### config.mk
export PLATFORM = sky130hd
export DESIGN_NAME = wdt_two_stage
export DESIGN_NICKNAME = d
export VERILOG_FILES = /design/src/rtl/wdt_pkg.sv /design/src/rtl/wdt_prescaler.sv /design/src/rtl/wdt_down_counter.sv /design/src/rtl/wdt_escalation.sv /design/src/rtl/wdt_two_stage.sv
export SDC_FILE = /design/constraint.sdc
export NUM_CORES = 1
export LEC_CHECK = 0
export ABC_AREA = 0
export ABC_CLOCK_PERIOD_IN_PS = 1700
export BUFFER_PORTS_ARGS = -buffer_cell sky130_fd_sc_hd__buf_2
export CAP_MARGIN = 20
export CORE_ASPECT_RATIO = 0.75
export CORE_MARGIN = 2
export CORE_UTILIZATION = 26
export CTS_BUF_LIST = sky130_fd_sc_hd__clkbuf_4
export CTS_CLUSTER_SIZE = 24
export DETAILED_ROUTE_END_ITERATION = 10
export SYNTH_ARGS = -nofsm -noshare
export SYNTH_HDL_FRONTEND = slang
export SYNTH_HIERARCHICAL = 1
export SYNTH_SLANG_ARGS = --single-unit
### constraint.sdc
create_clock -name clk_i -period 1.7 [get_ports clk_i]
set_input_delay 0.255 -clock clk_i [delete_from_list [all_inputs] [get_ports clk_i]]
set_output_delay 0.255 -clock clk_i [all_outputs]
set_load 0.02 [all_outputs]
### src/rtl/wdt_pkg.sv
package wdt_pkg;
  localparam int ADDR_W = 5;
  localparam int DATA_W = 16;

  localparam logic [ADDR_W-1:0] A_RELOAD      = 5'h00;
  localparam logic [ADDR_W-1:0] A_INIT_NARROW = 5'h01;
  localparam logic [ADDR_W-1:0] A_STS1        = 5'h04;
  localparam logic [ADDR_W-1:0] A_STS2        = 5'h06;
  localparam logic [ADDR_W-1:0] A_CTRL        = 5'h08;
  localparam logic [ADDR_W-1:0] A_INIT_WIDE   = 5'h12;

  localparam int HALT_BIT     = 11;
  localparam int NOREBOOT_BIT = 0;
  localparam int FIRST_BIT    = 3;
  localparam int SECOND_BIT   = 1;
  localparam int BOOT_BIT     = 2;

  localparam int MIN_INIT = 4;
  localparam logic [DATA_W-1:0] RELOAD_KEY = 16'h0001;

  typedef struct packed {
    logic first;
    logic second;
    logic boot;
  } wdt_sts_t;
endpackage

### src/rtl/wdt_prescaler.sv
module wdt_prescaler #(
  parameter int TICK_CYCLES = 4
) (
  input  logic clk_i,
  input  logic rst_ni,
  input  logic run_i,
  output logic tick_o
);
  localparam int PW = (TICK_CYCLES > 1) ? $clog2(TICK_CYCLES) : 1;
  localparam logic [PW-1:0] LAST = PW'(TICK_CYCLES - 1);

  logic [PW-1:0] pc_q;

  assign tick_o = run_i && (pc_q == LAST);

  always_ff @(posedge clk_i or negedge rst_ni) begin
    if (!rst_ni)                pc_q <= '0;
    else if (!run_i || tick_o)  pc_q <= '0;  // halt parks the phase at zero
    else                        pc_q <= pc_q + PW'(1);
  end
endmodule

### src/rtl/wdt_down_counter.sv
module wdt_down_counter #(
  parameter int CNT_W = 10
) (
  input  logic             clk_i,
  input  logic             rst_ni,
  input  logic             tick_i,
  input  logic             reload_i,
  input  logic [CNT_W-1:0] init_i,
  output logic [CNT_W-1:0] cnt_o,
  output logic             expire_o
);
  import wdt_pkg::*;

  logic [CNT_W-1:0] cnt_q;

  // reload in the same cycle masks the expiry
  assign expire_o = tick_i && !reload_i && (cnt_q == '0);
  assign cnt_o    = cnt_q;

  always_ff @(posedge clk_i or negedge rst_ni) begin
    if (!rst_ni)                  cnt_q <= CNT_W'(MIN_INIT);
    else if (reload_i || expire_o) cnt_q <= init_i;
    else if (tick_i)              cnt_q <= cnt_q - CNT_W'(1);
  end
endmodule

### src/rtl/wdt_escalation.sv
module wdt_escalation (
  input  logic              clk_i,
  input  logic              rst_ni,
  input  logic              expire_i,
  input  logic              block_i,
  input  wdt_pkg::wdt_sts_t clr_i,
  output wdt_pkg::wdt_sts_t sts_o,
  output logic              rst_req_o
);
  import wdt_pkg::*;

  wdt_sts_t sts_q;
  logic     second_hit, fire;

  assign second_hit = expire_i && sts_q.first;
  assign fire       = second_hit && !block_i;
  assign sts_o      = sts_q;

  always_ff @(posedge clk_i or negedge rst_ni) begin
    if (!rst_ni) begin
      sts_q     <= '0;
      rst_req_o <= 1'b0;
    end else begin
      sts_q.first  <= (sts_q.first  && !clr_i.first)  || (expire_i && !sts_q.first);
      sts_q.second <= (sts_q.second && !clr_i.second) || second_hit;
      sts_q.boot   <= (sts_q.boot   && !clr_i.boot)   || fire;
      rst_req_o    <= fire;
    end
  end
endmodule

### src/rtl/wdt_two_stage.sv
module wdt_two_stage #(
  parameter int TICK_CYCLES = 4,
  parameter bit WIDE        = 1'b1
) (
  input  logic        clk_i,
  input  logic        rst_ni,
  input  logic [4:0]  addr_i,
  input  logic        we_i,
  input  logic [15:0] wdata_i,
  output logic [15:0] rdata_o,
  output logic        rst_req_o
);
  import wdt_pkg::*;

  localparam int CNT_W = WIDE ? 10 : 6;
  localparam logic [ADDR_W-1:0] INIT_ADDR = WIDE ? A_INIT_WIDE : A_INIT_NARROW;

  logic             halt_q, no_reboot_q;
  logic [CNT_W-1:0] init_q, cnt;
  logic             tick, expire, reload_req, init_wr, ctrl_wr;
  wdt_sts_t         clr, sts;

  assign reload_req = we_i && (addr_i == A_RELOAD) && (wdata_i == RELOAD_KEY);
  assign init_wr    = we_i && (addr_i == INIT_ADDR) &&
                      (wdata_i[CNT_W-1:0] >= CNT_W'(MIN_INIT));
  assign ctrl_wr    = we_i && (addr_i == A_CTRL);

  assign clr.first  = we_i && (addr_i == A_STS1) && wdata_i[FIRST_BIT];
  assign clr.second = we_i && (addr_i == A_STS2) && wdata_i[SECOND_BIT];
  assign clr.boot   = we_i && (addr_i == A_STS2) && wdata_i[BOOT_BIT];

  always_ff @(posedge clk_i or negedge rst_ni) begin
    if (!rst_ni) begin
      halt_q      <= 1'b1;
      no_reboot_q <= 1'b1;
      init_q      <= CNT_W'(MIN_INIT);
    end else begin
      if (ctrl_wr) begin
        halt_q      <= wdata_i[HALT_BIT];
        no_reboot_q <= wdata_i[NOREBOOT_BIT];
      end
      if (init_wr) init_q <= wdata_i[CNT_W-1:0];
    end
  end

  wdt_prescaler #(.TICK_CYCLES(TICK_CYCLES)) u_presc (
    .clk_i  (clk_i),
    .rst_ni (rst_ni),
    .run_i  (!halt_q),
    .tick_o (tick)
  );

  wdt_down_counter #(.CNT_W(CNT_W)) u_cnt (
    .clk_i    (clk_i),
    .rst_ni   (rst_ni),
    .tick_i   (tick),
    .reload_i (reload_req),
    .init_i   (init_q),
    .cnt_o    (cnt),
    .expire_o (expire)
  );

  wdt_escalation u_esc (
    .clk_i     (clk_i),
    .rst_ni    (rst_ni),
    .expire_i  (expire),
    .block_i   (no_reboot_q),
    .clr_i     (clr),
    .sts_o     (sts),
    .rst_req_o (rst_req_o)
  );

  always_comb begin
    rdata_o = '0;
    if (addr_i == A_RELOAD)       rdata_o = DATA_W'(cnt);
    else if (addr_i == INIT_ADDR) rdata_o = DATA_W'(init_q);
    else if (addr_i == A_STS1)    rdata_o[FIRST_BIT] = sts.first;
    else if (addr_i == A_STS2) begin
      rdata_o[SECOND_BIT] = sts.second;
      rdata_o[BOOT_BIT]   = sts.boot;
    end else if (addr_i == A_CTRL) begin
      rdata_o[HALT_BIT]     = halt_q;
      rdata_o[NOREBOOT_BIT] = no_reboot_q;
    end
  end
endmodule

==> metrics.md <==
| Metric | Value |
|---|---|
| Drt drc | 0 |
| Clock Power Share | 0.148 |
| Via density | between 4 and 5 |
| Antenna violations before repair | 0 |
| Clock tree buffer depth | 2 |
| Result of the run | complete, but fails checks |
| Drt first pass iters | 4 |
| Sequence of cells on the critical path | inv_2, and2_4, and3b_2, buf_6, a41oi_4, buf_4, nor2_1, a31oi_2 |
| Required time of the critical path | 1.98 ns |
| Unique masters post-synth | 51 |
| CP Launch Type | register |
| RePlAce Congestion | ~0.84 |
| Final Skew | ~0.011 ns |
| HP Class | in2reg |
| CTS Sinks | 28 |
| Internal power | ~1.3 mW |
| TritonCTS Buffers | 3 |
| Average size of a mapped cell | 10.4 µm² |
| Nets | 270 |
| Slew HR | 0.568 |
| Final Power | 1.95 mW |
| Setup slack after layout | -0.0503 ns |
| Register bit count reported by yosys | 28 |
| Area growth, synth to finish | 44.8% |
| Routed WL per cell | 14.4 µm |
| Initial drt markers | 65 |
| Ratio of cells with drive above 1 in the final layout | 0.576 |
| FMAX | 571 MHz |
| Max stage delay on crit path | ~0.56 ns |
| Cells after DPL | 305 |
| Sequential share of power | 0.485 |
| Worst vdd rail ir drop | roughly 0.00045 V |
| Root buffer cell | clkbuf_4 |
| Bufs and invs on worst path | 3 |
| Antenna fix cells | 0 |
| Rows | 25 |
| Critical path type | reg2reg |
| Cell Area, Synth | roughly 1700 µm² |
| Worst-Skew Late Latency | roughly 0.33 ns |
| Largest net degree at the start of global routing | 29 |
| Setup violations, final | 8 |
| CTS tree | done |
| Gate Count Post-Synth | about 170 |
| Number of global-route vias before repair | around 1,500 |
| Min Tclk post-route | 1.75 ns |
| Cell taking the most area after synthesis | dfrtp_1 |
| Die Y | 74.7 µm |
| Starting Density | 0.271 |
| # port buffers | 35 |
| Core area | between 6000 and 7000 µm² |
| Final Cycle Share | 1.03 |
| Part of the power in combinational logic | 0.367 |
| P_leak | about 1.1 nW |
| Crit end category | register |
| Slowest cell on crit path | dfstp_2 |
| Sw power | 0.641 mW |
| Violated checks | setup timing |
| Pre-CTS setup slack | -0.221 ns |
| Global-route wire length before repair | 7340 µm |
| IO Pins | 41 |
| GRT Total Usage | 0.125 |
| Post-DRT Antenna Nets | 0 |
| Cell family with most CP delay | flip-flops |
| CP arrival | just over 2 ns |
| RSZ-0062 raised after global routing | true |
| PwrDens | 780 nW/µm² |
| Global route overflow | 0 |
| Fin util | 0.393 |
| Pins over their slew limit | 0 |
| Worst Tran Pin Value | 0.648 ns |
| Count of yosys warnings during synthesis | 6 |
| Via count | approximately 1,600 |
| Die Area | 7340 µm² |
| DRT Wirelength | 4660 µm |
| Non-filler cells, final | 324 |
| Hold Fails Final Rpt | 0 |
| Clock slew at reported path FFs | ~0.16 ns |
| Sequential cell area fraction in the yosys report | 0.408 |
| Max FO, Critical Path | 6 |
| Post-synth top area share | 0.347 |
| Die width | about 98 µm |
| Synth top area cells | dfrtp_1 35%, mux2_2 8.5%, dfstp_2 6.1% |
| Setup TNS | -0.196 ns |
| Switching part of the total | 0.328 |
| Maximum Capacitance Violations | 0 |
| H-tree depth | 1 |
| DP Wirelength | 3300 µm |
[per-layer routing]
metal / up-vias / GRT usage / wire length [µm]
met4: 0 / 0.0365 / 72
met3: 6 / 0.0121 / 149
met5: - / 0 / 0
met2: 46 / 0.201 / 2180
met1: 761 / 0.184 / 2260
li1: 756 / - / -
[Yosys cell counts, drive strengths merged]
cell    count
nor3        4
xnor2       2
and3        1
nand3b      2
a22o        6
xor2        3
or2b        1
conb        1
a41oi       1
or2         1
o32ai       1
o311a       1
a22oi       3
nor3b       1
and2b       1
nor2b       1
and4        1
or4         1
nand4b      1
o211ai      1
nand2      10
and3b       2
inv         8
buf         9
ha          2
o22ai       1
mux2       13
o21ai       6
and4b       1
dfrtp      24
and2        3
nand3       6
clkbuf      1
nand2b      1
nor4        6
a31oi       4
nor2       19
a21oi      10
nor4b       2
dfstp       4
[worst paths after layout]
kind	slack (ns)	cells past startpoint	from	endpoint
max	-0.05	8	halt_q	u_cnt/cnt_o[2]
min in group asynchronous	0.48	2	rst_ni	u_cnt/cnt_o[9]
min	0.15	2	wdata_i[4]	init_q[4]
min reg2reg	0.55	2	u_esc/sts_o[1]	u_esc/sts_o[1]
max in group asynchronous	0.77	2	rst_ni	u_esc/sts_o[2]
max reg2reg	-0.05	8	halt_q	u_cnt/cnt_o[2]
[area by class of cell]
class	count	area (µm²)
inverter	8	30.0
clock inverter	1	3.75
fill	644	3870
sequential	28	707
tap	81	101
multi-input combinational	125	1080
timing repair buffer	78	562
clock buffer	3	22.5
[power by group through the flow]
stage	Combinational [mW]	Sequential [mW]	Clock [mW]
final	0.717	0.948	0.289
after global routing	0.795	0.969	0.330
after CTS	0.637	0.932	0.311
after detailed placement	0.616	0.944	0
after global placement	0.598	0.938	0
after floorplan	0.345	0.946	0
[layout by cell type, fill, tap and decap left out, types with 2 or more instances in the layout]
cell      instances
a21oi_1           2
a21oi_2           8
a22o_1            6
a22oi_1           2
a31oi_1           2
and2_1            2
buf_2            27
buf_4            39
buf_6            11
clkbuf_4          3
conb_1            5
dfrtp_1          23
dfstp_2           4
inv_1             7
mux2_2           13
nand2_1           8
nand2_4           2
nand3_1           4
nand3b_1          2
nor2_1            9
nor2_2            4
nor2_4            6
nor3_1            3
nor4_1            3
nor4_2            2
nor4b_4           2
o21ai_1           6
xnor2_1           2
xor2_1            3
[flip-flops by register name, summed over array words and instances (netlist names)]
register         count
init_q              10
u_cnt/cnt_o         10
u_esc/sts_o          3
u_presc/pc_q         2
halt_q               1
no_reboot_q          1
u_esc/rst_req_o      1
[logic make-up (layout without fill, tap and decap cells)]
group                      after synthesis  count (layout)  synth area share
and+or+nand+nor                         65              66             0.249
DFF                                     28              28             0.408
other                                    1               5           0.00217
buffers and inverters                   18              90            0.0629
adders and majority gates                2               2            0.0144
xor gates and xnor gates                 5               5            0.0253
AOI/OAI and AO/OA                       34              34             0.154
muxes                                   13              13            0.0845
[through the flow]
stage,hold WS (ns),area [µm²]
global placement,0.320,2170
CTS,0.134,2280
finish,0.150,2510
detailed placement,0.317,2170
floorplan,-0.0406,1760
global route,0.127,2510
[timing repair]
item	CTS	global route
gates resized for setup	14	42
cloned	0	1
buffers inserted	6	8
hold buffers	1	0
pin swaps	4	12
hold endpoints to repair	24	0
setup endpoints to repair	21	24
(Power assumes the default switching activity.)
